<file path="config.mk">
export PLATFORM = sky130hd
export DESIGN_NAME = sfr_target
export DESIGN_NICKNAME = d
export VERILOG_FILES = /design/src/rtl/sfr_pkg.sv /design/src/rtl/sfr_cmd_fsm.sv /design/src/rtl/sfr_fetch.sv /design/src/rtl/sfr_out_shift.sv /design/src/rtl/sfr_target.sv
export SDC_FILE = /design/constraint.sdc
export NUM_CORES = 1
export LEC_CHECK = 0
export BUFFER_PORTS_ARGS = -buffer_cell sky130_fd_sc_hd__buf_2
export CORE_ASPECT_RATIO = 0.7
export CORE_MARGIN = 1
export CORE_UTILIZATION = 35
export CTS_BUF_LIST = sky130_fd_sc_hd__clkbuf_4 sky130_fd_sc_hd__clkbuf_8
export DETAILED_ROUTE_END_ITERATION = 12
export RECOVER_POWER = 50
export SYNTH_ARGS = -nofsm -noshare
export SYNTH_HDL_FRONTEND = slang
export SYNTH_HIERARCHICAL = 1
export SYNTH_SLANG_ARGS = --single-unit
</file>
<file path="constraint.sdc">
create_clock -name sck_i -period 5.3 [get_ports sck_i]
set_input_delay 1.06 -clock sck_i [delete_from_list [all_inputs] [get_ports sck_i]]
set_output_delay 1.06 -clock sck_i [all_outputs]
set_load 0.02 [all_outputs]
</file>
<file path="src/rtl/sfr_pkg.sv">
package sfr_pkg;

   typedef enum logic [2:0] {
      PH_OPC = 3'd0,
      PH_ADR = 3'd1,
      PH_DUM = 3'd2,
      PH_DAT = 3'd3,
      PH_IGN = 3'd4
   } phase_t;

   localparam logic [7:0] FAST_RD_OP = 8'h0B;

endpackage

</file>
<file path="src/rtl/sfr_cmd_fsm.sv">
module sfr_cmd_fsm
   import sfr_pkg::*;
#(
   parameter int unsigned OP_W       = 8,
   parameter logic [OP_W-1:0] OPCODE = FAST_RD_OP,
   parameter int unsigned ADDR_BITS  = 24,
   parameter int unsigned DUMMY_BITS = 8,
   parameter int unsigned DW         = 8
) (
   input  logic   sck_i,
   input  logic   cs_n_i,
   input  logic   sdi_i,
   input  logic   busy_i,
   output phase_t phase_o,
   output logic   addr_shift_o,
   output logic   fetch_o
);

   localparam int unsigned MAXLEN = (ADDR_BITS > DUMMY_BITS) ?
                                    ((ADDR_BITS > OP_W) ? ADDR_BITS : OP_W) :
                                    ((DUMMY_BITS > OP_W) ? DUMMY_BITS : OP_W);
   localparam int unsigned CW   = $clog2(MAXLEN);
   localparam int unsigned DCW  = $clog2(DW);
   localparam logic [CW-1:0] OP_LAST  = CW'(OP_W - 1);
   localparam logic [CW-1:0] AD_LAST  = CW'(ADDR_BITS - 1);
   localparam logic [CW-1:0] DM_LAST  = CW'(DUMMY_BITS - 1);
   // slot inside a byte at which the following byte is requested
   localparam logic [DCW-1:0] PF_SLOT = DCW'(2);

   phase_t          phase_q;
   logic [CW-1:0]   cnt_q;
   logic [DCW-1:0]  dcnt_q;
   logic [OP_W-2:0] opc_q;
   logic [OP_W-1:0] opc_full;

   assign opc_full = {opc_q, sdi_i};

   always_ff @(posedge sck_i or posedge cs_n_i) begin
      if (cs_n_i) begin
         phase_q <= PH_OPC;
         cnt_q   <= '0;
         dcnt_q  <= '0;
         opc_q   <= '0;
      end else begin
         unique case (phase_q)
            PH_OPC: begin
               opc_q <= opc_full[OP_W-2:0];
               if (cnt_q == OP_LAST) begin
                  cnt_q   <= '0;
                  phase_q <= ((opc_full == OPCODE) && !busy_i) ? PH_ADR : PH_IGN;
               end else begin
                  cnt_q <= cnt_q + 1'b1;
               end
            end
            PH_ADR: begin
               if (cnt_q == AD_LAST) begin
                  cnt_q   <= '0;
                  phase_q <= PH_DUM;
               end else begin
                  cnt_q <= cnt_q + 1'b1;
               end
            end
            PH_DUM: begin
               if (cnt_q == DM_LAST) begin
                  cnt_q   <= '0;
                  dcnt_q  <= '0;
                  phase_q <= PH_DAT;
               end else begin
                  cnt_q <= cnt_q + 1'b1;
               end
            end
            PH_DAT: dcnt_q <= dcnt_q + 1'b1;
            default: phase_q <= PH_IGN;
         endcase
      end
   end

   assign phase_o      = phase_q;
   assign addr_shift_o = (phase_q == PH_ADR);
   assign fetch_o      = ((phase_q == PH_DUM) && (cnt_q == '0)) ||
                         ((phase_q == PH_DAT) && (dcnt_q == PF_SLOT));

endmodule

</file>
<file path="src/rtl/sfr_fetch.sv">
module sfr_fetch #(
   parameter int unsigned MEM_AW = 24,
   parameter int unsigned DW     = 8
) (
   input  logic              sck_i,
   input  logic              cs_n_i,
   input  logic              sdi_i,
   input  logic              addr_shift_i,
   input  logic              fetch_i,
   input  logic [DW-1:0]     mem_data_i,
   output logic              mem_rd_o,
   output logic [MEM_AW-1:0] mem_addr_o,
   output logic [DW-1:0]     byte_o
);

   logic [MEM_AW-1:0] ptr_q;
   logic              pend_q;
   logic [DW-1:0]     buf_q;

   // Address bits shift through the pointer; bits above MEM_AW fall off the top.
   always_ff @(posedge sck_i or posedge cs_n_i) begin
      if (cs_n_i) begin
         ptr_q  <= '0;
         pend_q <= 1'b0;
         buf_q  <= '0;
      end else begin
         if (addr_shift_i) begin
            ptr_q <= {ptr_q[MEM_AW-2:0], sdi_i};
         end else if (fetch_i) begin
            ptr_q <= ptr_q + 1'b1;
         end
         pend_q <= fetch_i;
         if (pend_q) begin
            buf_q <= mem_data_i;
         end
      end
   end

   assign mem_rd_o   = fetch_i;
   assign mem_addr_o = ptr_q;
   assign byte_o     = buf_q;

endmodule

</file>
<file path="src/rtl/sfr_out_shift.sv">
module sfr_out_shift #(
   parameter int unsigned DW = 8
) (
   input  logic          sck_i,
   input  logic          cs_n_i,
   input  logic          run_i,
   input  logic [DW-1:0] byte_i,
   output logic          sdo_o,
   output logic          sdo_oe_o
);

   localparam int unsigned DCW = $clog2(DW);

   logic [DCW-1:0] idx_q;
   logic [DW-2:0]  shf_q;
   logic           bit_q;
   logic           oe_q;

   always_ff @(negedge sck_i or posedge cs_n_i) begin
      if (cs_n_i) begin
         idx_q <= '0;
         shf_q <= '0;
         bit_q <= 1'b0;
         oe_q  <= 1'b0;
      end else if (run_i) begin
         oe_q  <= 1'b1;
         idx_q <= idx_q + 1'b1;
         if (idx_q == '0) begin
            bit_q <= byte_i[DW-1];
            shf_q <= byte_i[DW-2:0];
         end else begin
            bit_q <= shf_q[DW-2];
            shf_q <= {shf_q[DW-3:0], 1'b0};
         end
      end
   end

   assign sdo_o    = bit_q;
   assign sdo_oe_o = oe_q;

endmodule

</file>
<file path="src/rtl/sfr_target.sv">
module sfr_target
   import sfr_pkg::*;
#(
   parameter int unsigned OP_W       = 8,
   parameter logic [OP_W-1:0] OPCODE = FAST_RD_OP,
   parameter int unsigned ADDR_BITS  = 24,
   parameter int unsigned DUMMY_BITS = 8,
   parameter int unsigned MEM_AW     = 24,
   parameter int unsigned DW         = 8
) (
   input  logic              sck_i,
   input  logic              cs_n_i,
   input  logic              sdi_i,
   output logic              sdo_o,
   output logic              sdo_oe_o,
   input  logic              busy_i,
   output logic              mem_rd_o,
   output logic [MEM_AW-1:0] mem_addr_o,
   input  logic [DW-1:0]     mem_data_i
);

   if (MEM_AW < 2 || MEM_AW > ADDR_BITS) begin : g_bad_aw
      $error("sfr_target: MEM_AW must lie in 2..ADDR_BITS");
   end
   if (DW < 4 || (DW & (DW - 1)) != 0) begin : g_bad_dw
      $error("sfr_target: DW must be a power of two of at least 4");
   end
   if (DUMMY_BITS < 2) begin : g_bad_dummy
      $error("sfr_target: DUMMY_BITS must be at least 2 for the first fetch");
   end
   if (OP_W < 2) begin : g_bad_op
      $error("sfr_target: OP_W must be at least 2");
   end

   phase_t        phase;
   logic          addr_shift;
   logic          fetch;
   logic [DW-1:0] cur_byte;

   sfr_cmd_fsm #(
      .OP_W       (OP_W),
      .OPCODE     (OPCODE),
      .ADDR_BITS  (ADDR_BITS),
      .DUMMY_BITS (DUMMY_BITS),
      .DW         (DW)
   ) u_fsm (
      .sck_i        (sck_i),
      .cs_n_i       (cs_n_i),
      .sdi_i        (sdi_i),
      .busy_i       (busy_i),
      .phase_o      (phase),
      .addr_shift_o (addr_shift),
      .fetch_o      (fetch)
   );

   sfr_fetch #(
      .MEM_AW (MEM_AW),
      .DW     (DW)
   ) u_fetch (
      .sck_i        (sck_i),
      .cs_n_i       (cs_n_i),
      .sdi_i        (sdi_i),
      .addr_shift_i (addr_shift),
      .fetch_i      (fetch),
      .mem_data_i   (mem_data_i),
      .mem_rd_o     (mem_rd_o),
      .mem_addr_o   (mem_addr_o),
      .byte_o       (cur_byte)
   );

   sfr_out_shift #(
      .DW (DW)
   ) u_out (
      .sck_i    (sck_i),
      .cs_n_i   (cs_n_i),
      .run_i    (phase == PH_DAT),
      .byte_i   (cur_byte),
      .sdo_o    (sdo_o),
      .sdo_oe_o (sdo_oe_o)
   );

endmodule

</file>
-- Yosys cells after proc, flatten, opt, wreduce, memory -nomap -nowiden
Cells that the tools add are included.
- flip-flop bits (word level): 63
- logic and storage cells: 54
- bits of input ports: 12
- output and inout bits: 27
- bitwise gates (word level): 1
- $add $sub $neg: 4
- reduce and logical (&&, ||, !) cells: 14
- multiplexer cells: 14
- equal/unequal tests: 10
- operators by type and width (kind ; count):
    $mux W24 ; 2
    $add A24 B1 Y24 const B ; 1
    $mux W3 ; 5
    $pmux W3 S4 ; 1
    $mux W5 ; 2
    $pmux W5 S2 ; 1
    $eq A3 B2 Y1 const B ; 3
    $eq A8 B4 Y1 const B ; 1
    $mux W7 ; 1
    $add A3 B1 Y3 const B ; 2
    $logic_not A3 Y1 ; 2
    $ne A2 B1 Y1 const B ; 3
    $pmux W3 S2 ; 1
    $reduce_bool A2 Y1 ; 3
    $add A5 B1 Y5 const B ; 1
    $eq A5 B3 Y1 const B ; 1
    $eq A5 B5 Y1 const B ; 1
    $logic_not A5 Y1 ; 1
    $reduce_and A4 Y1 ; 1
    $eq A3 B1 Y1 const B ; 1
    $logic_and A1 B1 Y1 ; 3
    $reduce_and A2 Y1 ; 1
    $reduce_or A2 Y1 ; 1
    $logic_not A1 Y1 ; 1
    3 further kinds ; 3

-- Logic depth before layout (Yosys ltp)
Gate-level depths: netlist (run 1).
- depth in word-level cells: 5
- mapped depth: 10
- mapped depth without buffers: 9

-- Hierarchy
The synthesis (run 1) kept the hierarchy.
- modules (own cells, without submodules) (module ; area each (µm²) ; times used ; seq. area each (µm²) ; cells each):
    sfr_fetch ; 1732.9 ; 1 ; 825.8 ; 181
    sfr_cmd_fsm ; 922.1 ; 1 ; 450.4 ; 89
    sfr_out_shift ; 636.9 ; 1 ; 300.3 ; 59
    sfr_target ; 8.8 ; 1 ; 0.0 ; 1

==> impl_results.html, run 1 <==
<table>
<tr><th>Metric</th><th>Value</th></tr>
<tr><th colspan="2">Synth</th></tr>
<tr><td>Async set or reset register ratio after synthesis</td><td>1.00</td></tr>
<tr><td>Main synth FF type</td><td>sky130_fd_sc_hd__dfrtp_1</td></tr>
<tr><td>Number of synthesized register bits</td><td>63</td></tr>
<tr><td>Cell variety after synth</td><td>53</td></tr>
<tr><td>Synth warn</td><td>6</td></tr>
<tr><td>Post-synthesis net count</td><td>349</td></tr>
<tr><td>Syn Std Cell Area</td><td>3300 sq um</td></tr>
<tr><td>Count of flip-flops with a built-in enable after synthesis</td><td>0</td></tr>
<tr><td>Sequential fraction of the synthesis area</td><td>0.478</td></tr>
<tr><td>Gate Count Post-Synth</td><td>330</td></tr>
<tr><td>Per-instance average area after synthesis</td><td>10.0 sq um</td></tr>
<tr><th colspan="2">Drt</th></tr>
<tr><td>Count of nets left with antenna violations after detail routing</td><td>0</td></tr>
<tr><td>Post-detailed-route wirelength per cell</td><td>14.5 um</td></tr>
<tr><td>Vias per inst</td><td>5.29</td></tr>
<tr><td>Remaining DRCs</td><td>0</td></tr>
<tr><td>Detailed Route Iter0 Violations</td><td>169</td></tr>
<tr><td>Number of optimization iterations in the first detailed-route pass</td><td>4</td></tr>
<tr><td>Final WL</td><td>7130 um</td></tr>
<tr><td>Routed vias</td><td>2609</td></tr>
<tr><th colspan="2">Clock network</th></tr>
<tr><td>Clk buf depth</td><td>2</td></tr>
<tr><td>Root Buffer Master</td><td>sky130_fd_sc_hd__clkbuf_8</td></tr>
<tr><td>Maximum level of the CTS H-tree</td><td>3</td></tr>
<tr><td>Number of buffers created by CTS</td><td>9</td></tr>
<tr><td>Number of post-CTS setup repair buffers</td><td>0</td></tr>
<tr><td>Resized cells post-CTS</td><td>0</td></tr>
<tr><td>Number of sinks on the clock net</td><td>63</td></tr>
<tr><td>CTS tree</td><td>built</td></tr>
<tr><td>Clock latency at the later pin of the worst-skew pair</td><td>0.34 ns</td></tr>
<tr><td>Register clock-pin slew on the reported worst setup and hold paths</td><td>0.05 ns</td></tr>
<tr><td>Post-CTS Hold Fix Bufs</td><td>0</td></tr>
<tr><th colspan="2">Cells and area</th></tr>
<tr><td>Fillers</td><td>925</td></tr>
<tr><td>Final Net Count</td><td>383</td></tr>
<tr><td>Layout cells sized above 1</td><td>0.209</td></tr>
<tr><td>Syn-to-layout area delta</td><td>14.5%</td></tr>
<tr><td># diodes</td><td>0</td></tr>
<tr><th colspan="2">Worst setup path</th></tr>
<tr><td>Data required time at the worst endpoint</td><td>4.24 ns</td></tr>
<tr><td>Destination of the worst register-to-register timing path</td><td>u_out/idx_q[2]</td></tr>
<tr><td>End point of the critical path</td><td>sdo_o</td></tr>
<tr><td>Worst reg2reg startpoint</td><td>u_fsm/phase_o[0]</td></tr>
<tr><td>Slowest stage delay, CP</td><td>0.40 ns</td></tr>
<tr><td>Crit path arrival time</td><td>3.54 ns</td></tr>
<tr><td>Startpoint kind of the worst setup timing path</td><td>register</td></tr>
<tr><td>Cell type of the slowest stage on the worst timing path</td><td>sky130_fd_sc_hd__dfrtn_1</td></tr>
<tr><td>Type of the setup path with the least slack</td><td>reg -&gt; out</td></tr>
<tr><td>Buf/Inv on CP</td><td>1</td></tr>
<tr><td>Endpoint kind of the worst setup timing path</td><td>output port</td></tr>
<tr><td>WP depth</td><td>1</td></tr>
<tr><td>Worst Path Max Fanout</td><td>2</td></tr>
<tr><td>Kind of cell adding the most delay to the critical path</td><td>flip-flops</td></tr>
<tr><td>Setup slack on the worst flop-to-flop path</td><td>0.77 ns</td></tr>
<tr><td>Critical path, cell by cell</td><td>buf_2</td></tr>
<tr><td>Startpoint of the most critical setup path</td><td>u_out/sdo_o</td></tr>
<tr><td>Register-to-Register Path Depth</td><td>3</td></tr>
<tr><th colspan="2">Placement</th></tr>
<tr><td>Placed wire-length estimate</td><td>4920 um</td></tr>
<tr><td>Port-buffer cells</td><td>38</td></tr>
<tr><td>Routability congestion estimate from global placement</td><td>0.788</td></tr>
<tr><th colspan="2">Timing</th></tr>
<tr><td>Max-slew violations</td><td>34</td></tr>
<tr><td>Unrepaired setup endpoints after global routing</td><td>false</td></tr>
<tr><td>Slew of the pin with the lowest slew margin</td><td>1.83 ns</td></tr>
<tr><td>Final hold vios</td><td>0</td></tr>
<tr><td>Sum of negative setup slack</td><td>0 ns</td></tr>
<tr><td>Min Hold Slack</td><td>0.408 ns</td></tr>
<tr><td>Maximum clock skew at final layout</td><td>0.0152 ns</td></tr>
<tr><td>Count of endpoints failing setup in the final report</td><td>0</td></tr>
<tr><td>Headroom to the max-slew limit</td><td>-0.221</td></tr>
<tr><th colspan="2">Pwr</th></tr>
<tr><td>Power density over the cells</td><td>278 nW/um^2</td></tr>
<tr><td>Worst IR drop on VDD</td><td>0.000154 V</td></tr>
<tr><td>Leakage</td><td>1.58 nW</td></tr>
<tr><td>Total power after layout</td><td>1.05 mW</td></tr>
<tr><th colspan="2">Run</th></tr>
<tr><td>Maximum capacitance violations</td><td>1</td></tr>
<tr><th colspan="2">Die</th></tr>
<tr><td># IOs</td><td>39</td></tr>
<tr><td>Core area</td><td>9110 sq um</td></tr>
<tr><td>Site row count</td><td>29</td></tr>
<tr><td>Die Wd</td><td>118 um</td></tr>
<tr><td>Die Outline Area</td><td>9830 sq um</td></tr>
<tr><td>Chip Height</td><td>83.3 um</td></tr>
<tr><td>Effective utilization at floorplan</td><td>0.362</td></tr>
<tr><th colspan="2">Global route</th></tr>
<tr><td>Leftover overflow at the end of global routing</td><td>0</td></tr>
<tr><td>GRT Resource Usage Total</td><td>0.158</td></tr>
<tr><td>Initial antenna violation count</td><td>0</td></tr>
<tr><td>Global-route wire length before repair</td><td>12300 um</td></tr>
<tr><td>Largest net degree at the start of global routing</td><td>34</td></tr>
<tr><td>Via count of the first global-routing pass</td><td>2436</td></tr>
<tr><th colspan="2">Min path</th></tr>
<tr><td>Hold Path Class</td><td>reg -&gt; reg</td></tr>
<tr><th colspan="2">Status</th></tr>
<tr><td>Violations in the final reports</td><td>capacitance limit, slew limit</td></tr>
<tr><td>Result of the run</td><td>finished, violations left</td></tr>
</table>
cell families after synthesis:
group                    share of synthesized area
AO/OA/AOI/OAI                                0.136
AND/OR/NAND/NOR                              0.229
multiplexers                                0.0667
flip-flops                                   0.478
XOR/XNOR                                    0.0186
buffers and inverters                       0.0451
adder cells (fa/ha/maj)                     0.0265
how the worst min path moves through the flow:
stage	start	cells past startpoint	endpoint	slack, ns
CTS	u_out/sdo_oe_o	1	u_out/sdo_oe_o	0.42
floorplan	u_out/idx_q[0]	1	u_out/idx_q[0]	0.41
global placement	u_out/sdo_oe_o	1	u_out/sdo_oe_o	0.41
detailed placement	u_out/sdo_oe_o	1	u_out/sdo_oe_o	0.41
global route	u_out/sdo_oe_o	1	u_out/sdo_oe_o	0.43
finish	u_out/sdo_oe_o	1	u_out/sdo_oe_o	0.41
cells in the final DEF, fill, tap and decap left out, drive strengths merged, types with 4 or more instances in the layout:
master   n
nor2b    5
nand4    9
clkbuf  12
mux2i    4
o21ai   16
ha       7
dfrtn   12
nand4b   9
dfrtp   51
clkinv   4
inv     15
or4      6
mux2    16
nand2b   9
buf     37
nand3   15
nor3     8
or3      4
a21oi   18
nor2     8
xnor2    5
o211ai  16
nand2   43
synth_stat cells (all sizes together) (8+ instances only):
master	instances	area share
a21oi	18	0.027
clkbuf	10	0.011
dfrtn	12	0.091
dfrtp	51	0.39
inv	14	0.016
mux2	16	0.055
nand2	43	0.049
nand2b	9	0.017
nand3	15	0.027
nand4	9	0.017
nand4b	9	0.024
nor2	8	0.0091
nor3	8	0.014
o211ai	16	0.038
o21ai	16	0.024
metrics by stage:
| step | area [sq um] | worst slack, ns | utilization | cells |
|---|---|---|---|---|
| floorplan | 3300 | 1.10 | - | 330 |
| global placement | 3570 | 0.844 | 0.392 | 477 |
| detailed placement | 3570 | 0.798 | 0.392 | 477 |
| CTS | 3790 | 0.678 | 0.416 | 493 |
| global route | 3780 | 0.571 | 0.415 | 493 |
| finish | 3780 | 0.696 | 0.415 | 493 |
sequential cells by signal, indices dropped and copies added, names as in the netlist:
register	flops
u_out/sdo_o	1
u_fsm/opc_q	7
u_fsm/cnt_q	5
u_fetch/byte_o	8
u_fsm/phase_o	3
u_fetch/mem_addr_o	24
u_fetch/pend_q	1
u_fsm/dcnt_q	3
u_out/shf_q	7
u_out/sdo_oe_o	1
u_out/idx_q	3
routing by layer:
layer | wire length, um | track usage | up-vias
met4 | 41 | 0.0490 | 0
li1 | - | - | 1272
met3 | 369 | 0.0522 | 4
met2 | 3120 | 0.225 | 57
met5 | 0 | 0 | -
met1 | 3600 | 0.225 | 1276
report_power, final:
part           switching, mW  total, mW  internal [mW]
logic                 0.0402     0.0645         0.0244
clock network          0.202      0.468          0.266
registers             0.0217      0.519          0.497
total                  0.264       1.05          0.788
area by class of cell:
| type | instances | area (sq um) | share of cell area |
|---|---|---|---|
| Tap cell | 124 | 155 | 0.0411 |
| Clock inverter | 7 | 96.3 | 0.0255 |
| Sequential cell | 63 | 1580 | 0.417 |
| Inverter | 14 | 52.6 | 0.0139 |
| Timing Repair Buffer | 40 | 199 | 0.0526 |
| Clock buffer | 9 | 124 | 0.0328 |
| Multi-Input combinational cell | 236 | 1580 | 0.417 |
(Power assumes the default switching activity.)
==> run 2: changes to the inputs <==
--- a/config.mk
+++ b/config.mk
@@ -6,11 +6,13 @@
 export NUM_CORES = 1
 export LEC_CHECK = 0
 export BUFFER_PORTS_ARGS = -buffer_cell sky130_fd_sc_hd__buf_2
+export CELL_PAD_IN_SITES_DETAIL_PLACEMENT = 1
+export CELL_PAD_IN_SITES_GLOBAL_PLACEMENT = 1
 export CORE_ASPECT_RATIO = 0.7
-export CORE_MARGIN = 1
 export CORE_UTILIZATION = 35
 export CTS_BUF_LIST = sky130_fd_sc_hd__clkbuf_4 sky130_fd_sc_hd__clkbuf_8
 export DETAILED_ROUTE_END_ITERATION = 12
+export PLACE_DENSITY_LB_ADDON = 0.1
 export RECOVER_POWER = 50
 export SYNTH_ARGS = -nofsm -noshare
 export SYNTH_HDL_FRONTEND = slang
==> run 2 against run 1 <==
  * The run still ends with capacitance limit, slew limit left
  * Utilization increased by 0.082 points
  * Non-clock buffer count unchanged
  * Largest cell class unchanged
  * Worst setup slack improved by 0.0084 ns
  * Critical endpoint unchanged
  * Sequential share of layout area decreased by 0.083 points
  * Die area unchanged
  * Highest routed layer unchanged
  * Count of clock-buffer cells in the layout increased by 4
  * Hold slack about the same
  * Combinational power about the same
  * Sequential power about the same
==> impl_results.html, run 2 (synthesized netlist as in run 1, its figures left out) <==
<table>
<tr><th>Metric</th><th>Value</th></tr>
<tr><th colspan="2">Die</th></tr>
<tr><td>Core area</td><td>9110 sq um</td></tr>
<tr><td>Die Outline Area</td><td>9830 sq um</td></tr>
<tr><td>Chip Height</td><td>83.3 um</td></tr>
<tr><td>Die Wd</td><td>118 um</td></tr>
<tr><td>Site row count</td><td>29</td></tr>
<tr><td>Effective utilization at floorplan</td><td>0.362</td></tr>
<tr><td># IOs</td><td>39</td></tr>
<tr><th colspan="2">Global route</th></tr>
<tr><td>GRT Resource Usage Total</td><td>0.187</td></tr>
<tr><td>Via count of the first global-routing pass</td><td>2717</td></tr>
<tr><td>Global-route wire length before repair</td><td>14400 um</td></tr>
<tr><td>Leftover overflow at the end of global routing</td><td>0</td></tr>
<tr><td>Initial antenna violation count</td><td>0</td></tr>
<tr><td>Largest net degree at the start of global routing</td><td>34</td></tr>
<tr><th colspan="2">Timing</th></tr>
<tr><td>Headroom to the max-slew limit</td><td>-0.286</td></tr>
<tr><td>Count of endpoints failing setup in the final report</td><td>0</td></tr>
<tr><td>Final hold vios</td><td>0</td></tr>
<tr><td>Maximum clock skew at final layout</td><td>0.0151 ns</td></tr>
<tr><td>Sum of negative setup slack</td><td>0 ns</td></tr>
<tr><td>Max-slew violations</td><td>34</td></tr>
<tr><td>Slew of the pin with the lowest slew margin</td><td>1.93 ns</td></tr>
<tr><td>Unrepaired setup endpoints after global routing</td><td>false</td></tr>
<tr><th colspan="2">Worst setup path</th></tr>
<tr><td>Crit path arrival time</td><td>3.54 ns</td></tr>
<tr><td>Buf/Inv on CP</td><td>1</td></tr>
<tr><td>Cell type of the slowest stage on the worst timing path</td><td>sky130_fd_sc_hd__dfrtn_1</td></tr>
<tr><td>Kind of cell adding the most delay to the critical path</td><td>flip-flops</td></tr>
<tr><td>Startpoint kind of the worst setup timing path</td><td>register</td></tr>
<tr><td>Type of the setup path with the least slack</td><td>reg -&gt; out</td></tr>
<tr><td>Endpoint kind of the worst setup timing path</td><td>output port</td></tr>
<tr><td>Critical path, cell by cell</td><td>buf_2</td></tr>
<tr><td>Slowest stage delay, CP</td><td>0.40 ns</td></tr>
<tr><td>Data required time at the worst endpoint</td><td>4.24 ns</td></tr>
<tr><td>Worst Path Max Fanout</td><td>2</td></tr>
<tr><th colspan="2">Clock network</th></tr>
<tr><td>Register clock-pin slew on the reported worst setup and hold paths</td><td>0.05 ns</td></tr>
<tr><td>Number of post-CTS setup repair buffers</td><td>0</td></tr>
<tr><td>Clock latency at the later pin of the worst-skew pair</td><td>0.34 ns</td></tr>
<tr><td>Number of sinks on the clock net</td><td>63</td></tr>
<tr><td>Resized cells post-CTS</td><td>0</td></tr>
<tr><td>Root Buffer Master</td><td>sky130_fd_sc_hd__clkbuf_8</td></tr>
<tr><td>Clk buf depth</td><td>2</td></tr>
<tr><td>Number of buffers created by CTS</td><td>9</td></tr>
<tr><td>CTS tree</td><td>built</td></tr>
<tr><td>Maximum level of the CTS H-tree</td><td>3</td></tr>
<tr><td>Post-CTS Hold Fix Bufs</td><td>0</td></tr>
<tr><th colspan="2">Cells and area</th></tr>
<tr><td># diodes</td><td>0</td></tr>
<tr><td>Final Net Count</td><td>383</td></tr>
<tr><td>Fillers</td><td>1055</td></tr>
<tr><td>Utilization after layout</td><td>0.416</td></tr>
<tr><td>Layout cells sized above 1</td><td>0.209</td></tr>
<tr><td>Flip-flop count of the largest register, all copies and words added</td><td>24</td></tr>
<tr><td>Syn-to-layout area delta</td><td>14.7%</td></tr>
<tr><td>Leading cell type in the layout, fill and taps excluded</td><td>sky130_fd_sc_hd__dfrtp_1</td></tr>
<tr><td>Most used cells in the layout excluding fill and tap cells</td><td>sky130_fd_sc_hd__dfrtp_1 (51), sky130_fd_sc_hd__nand2_1 (43), sky130_fd_sc_hd__buf_2 (36)</td></tr>
<tr><th colspan="2">Drt</th></tr>
<tr><td>Post-detailed-route wirelength per cell</td><td>16.7 um</td></tr>
<tr><td>Final WL</td><td>8240 um</td></tr>
<tr><td>Number of optimization iterations in the first detailed-route pass</td><td>4</td></tr>
<tr><td>Routed vias</td><td>2643</td></tr>
<tr><td>Count of nets left with antenna violations after detail routing</td><td>0</td></tr>
<tr><td>Vias per inst</td><td>5.36</td></tr>
<tr><td>Detailed Route Iter0 Violations</td><td>100</td></tr>
<tr><td>Remaining DRCs</td><td>0</td></tr>
<tr><th colspan="2">Pwr</th></tr>
<tr><td>Share of total power in sequential cells</td><td>0.489</td></tr>
<tr><td>Switching part of the total</td><td>0.233</td></tr>
<tr><td>Worst IR drop on VDD</td><td>0.000147 V</td></tr>
<tr><td>Leakage</td><td>1.58 nW</td></tr>
<tr><td>Portion of total power attributed to the clock network</td><td>0.450</td></tr>
<tr><td>Gate power share</td><td>0.061</td></tr>
<tr><td>Internal power</td><td>0.816 mW</td></tr>
<tr><td>Power spent charging and discharging nets</td><td>0.248 mW</td></tr>
<tr><td>Power density over the cells</td><td>281 nW/um^2</td></tr>
<tr><th colspan="2">Run</th></tr>
<tr><td>Maximum capacitance violations</td><td>1</td></tr>
<tr><th colspan="2">Placement</th></tr>
<tr><td>Placed wire-length estimate</td><td>5890 um</td></tr>
<tr><td>Routability congestion estimate from global placement</td><td>0.729</td></tr>
<tr><td>Port-buffer cells</td><td>38</td></tr>
<tr><th colspan="2">Min path</th></tr>
<tr><td>Hold Path Class</td><td>reg -&gt; reg</td></tr>
<tr><th colspan="2">Status</th></tr>
<tr><td>Result of the run</td><td>finished, violations left</td></tr>
<tr><td>Violations in the final reports</td><td>capacitance limit, slew limit</td></tr>
</table>
[run 2: final cells by class]
cell class                 instances  area [sq um]  share of cell area
multi-input combinational        236          1580               0.416
clock buffer                      13           160              0.0423
tap                              124           155              0.0410
clock inverter                     3          67.6              0.0178
timing repair buffer              40           199              0.0525
inverter                          14          52.6              0.0139
sequential                        63          1580               0.416
[run 2: routing by layer]
metal / wire length (um) / vias up / GRT usage
li1: - / 1274 / -
met1: 4420 / 1320 / 0.281
met2: 3400 / 43 / 0.259
met3: 359 / 6 / 0.0536
met4: 59 / 0 / 0.0455
met5: 0 / - / 0
[run 2: path summary, 6_finish.rpt]
kind / start / to / slack, ns / depth (start not counted)
max in group asynchronous: cs_n_i / u_out/sdo_o / 1.63 / 2
hold reg to reg: u_out/sdo_oe_o / u_out/sdo_oe_o / 0.41 / 1
hold / removal: u_out/sdo_oe_o / u_out/sdo_oe_o / 0.41 / 1
setup reg to reg: u_fsm/phase_o[0] / u_out/shf_q[6] / 0.75 / 3
setup / recovery: u_out/sdo_o / sdo_o / 0.70 / 1
min in group asynchronous: cs_n_i / u_fsm/cnt_q[4] / 0.85 / 2
[run 2: stage by stage]
stage | worst slack (ns) | instance area (sq um) | power [mW] | hold slack (ns) | instances
finish | 0.705 | 3790 | 1.06 | 0.408 | 493
global route | 0.556 | 3790 | 1.11 | 0.424 | 493
CTS | 0.684 | 3800 | 1.09 | 0.416 | 493
detailed placement | 0.745 | 3570 | 0.596 | 0.412 | 477
global placement | 0.797 | 3570 | 0.594 | 0.408 | 477
floorplan | 1.10 | 3300 | 0.565 | 0.406 | 330
[run 2: power by group through the flow]
stage               registers [mW]  clock network [mW]  logic (mW)
finish                       0.521               0.479      0.0646
global route                 0.525               0.516      0.0723
CTS                          0.521               0.500      0.0669
detailed placement           0.530                   0      0.0666
global placement             0.529                   0      0.0650
floorplan                    0.536                   0      0.0289
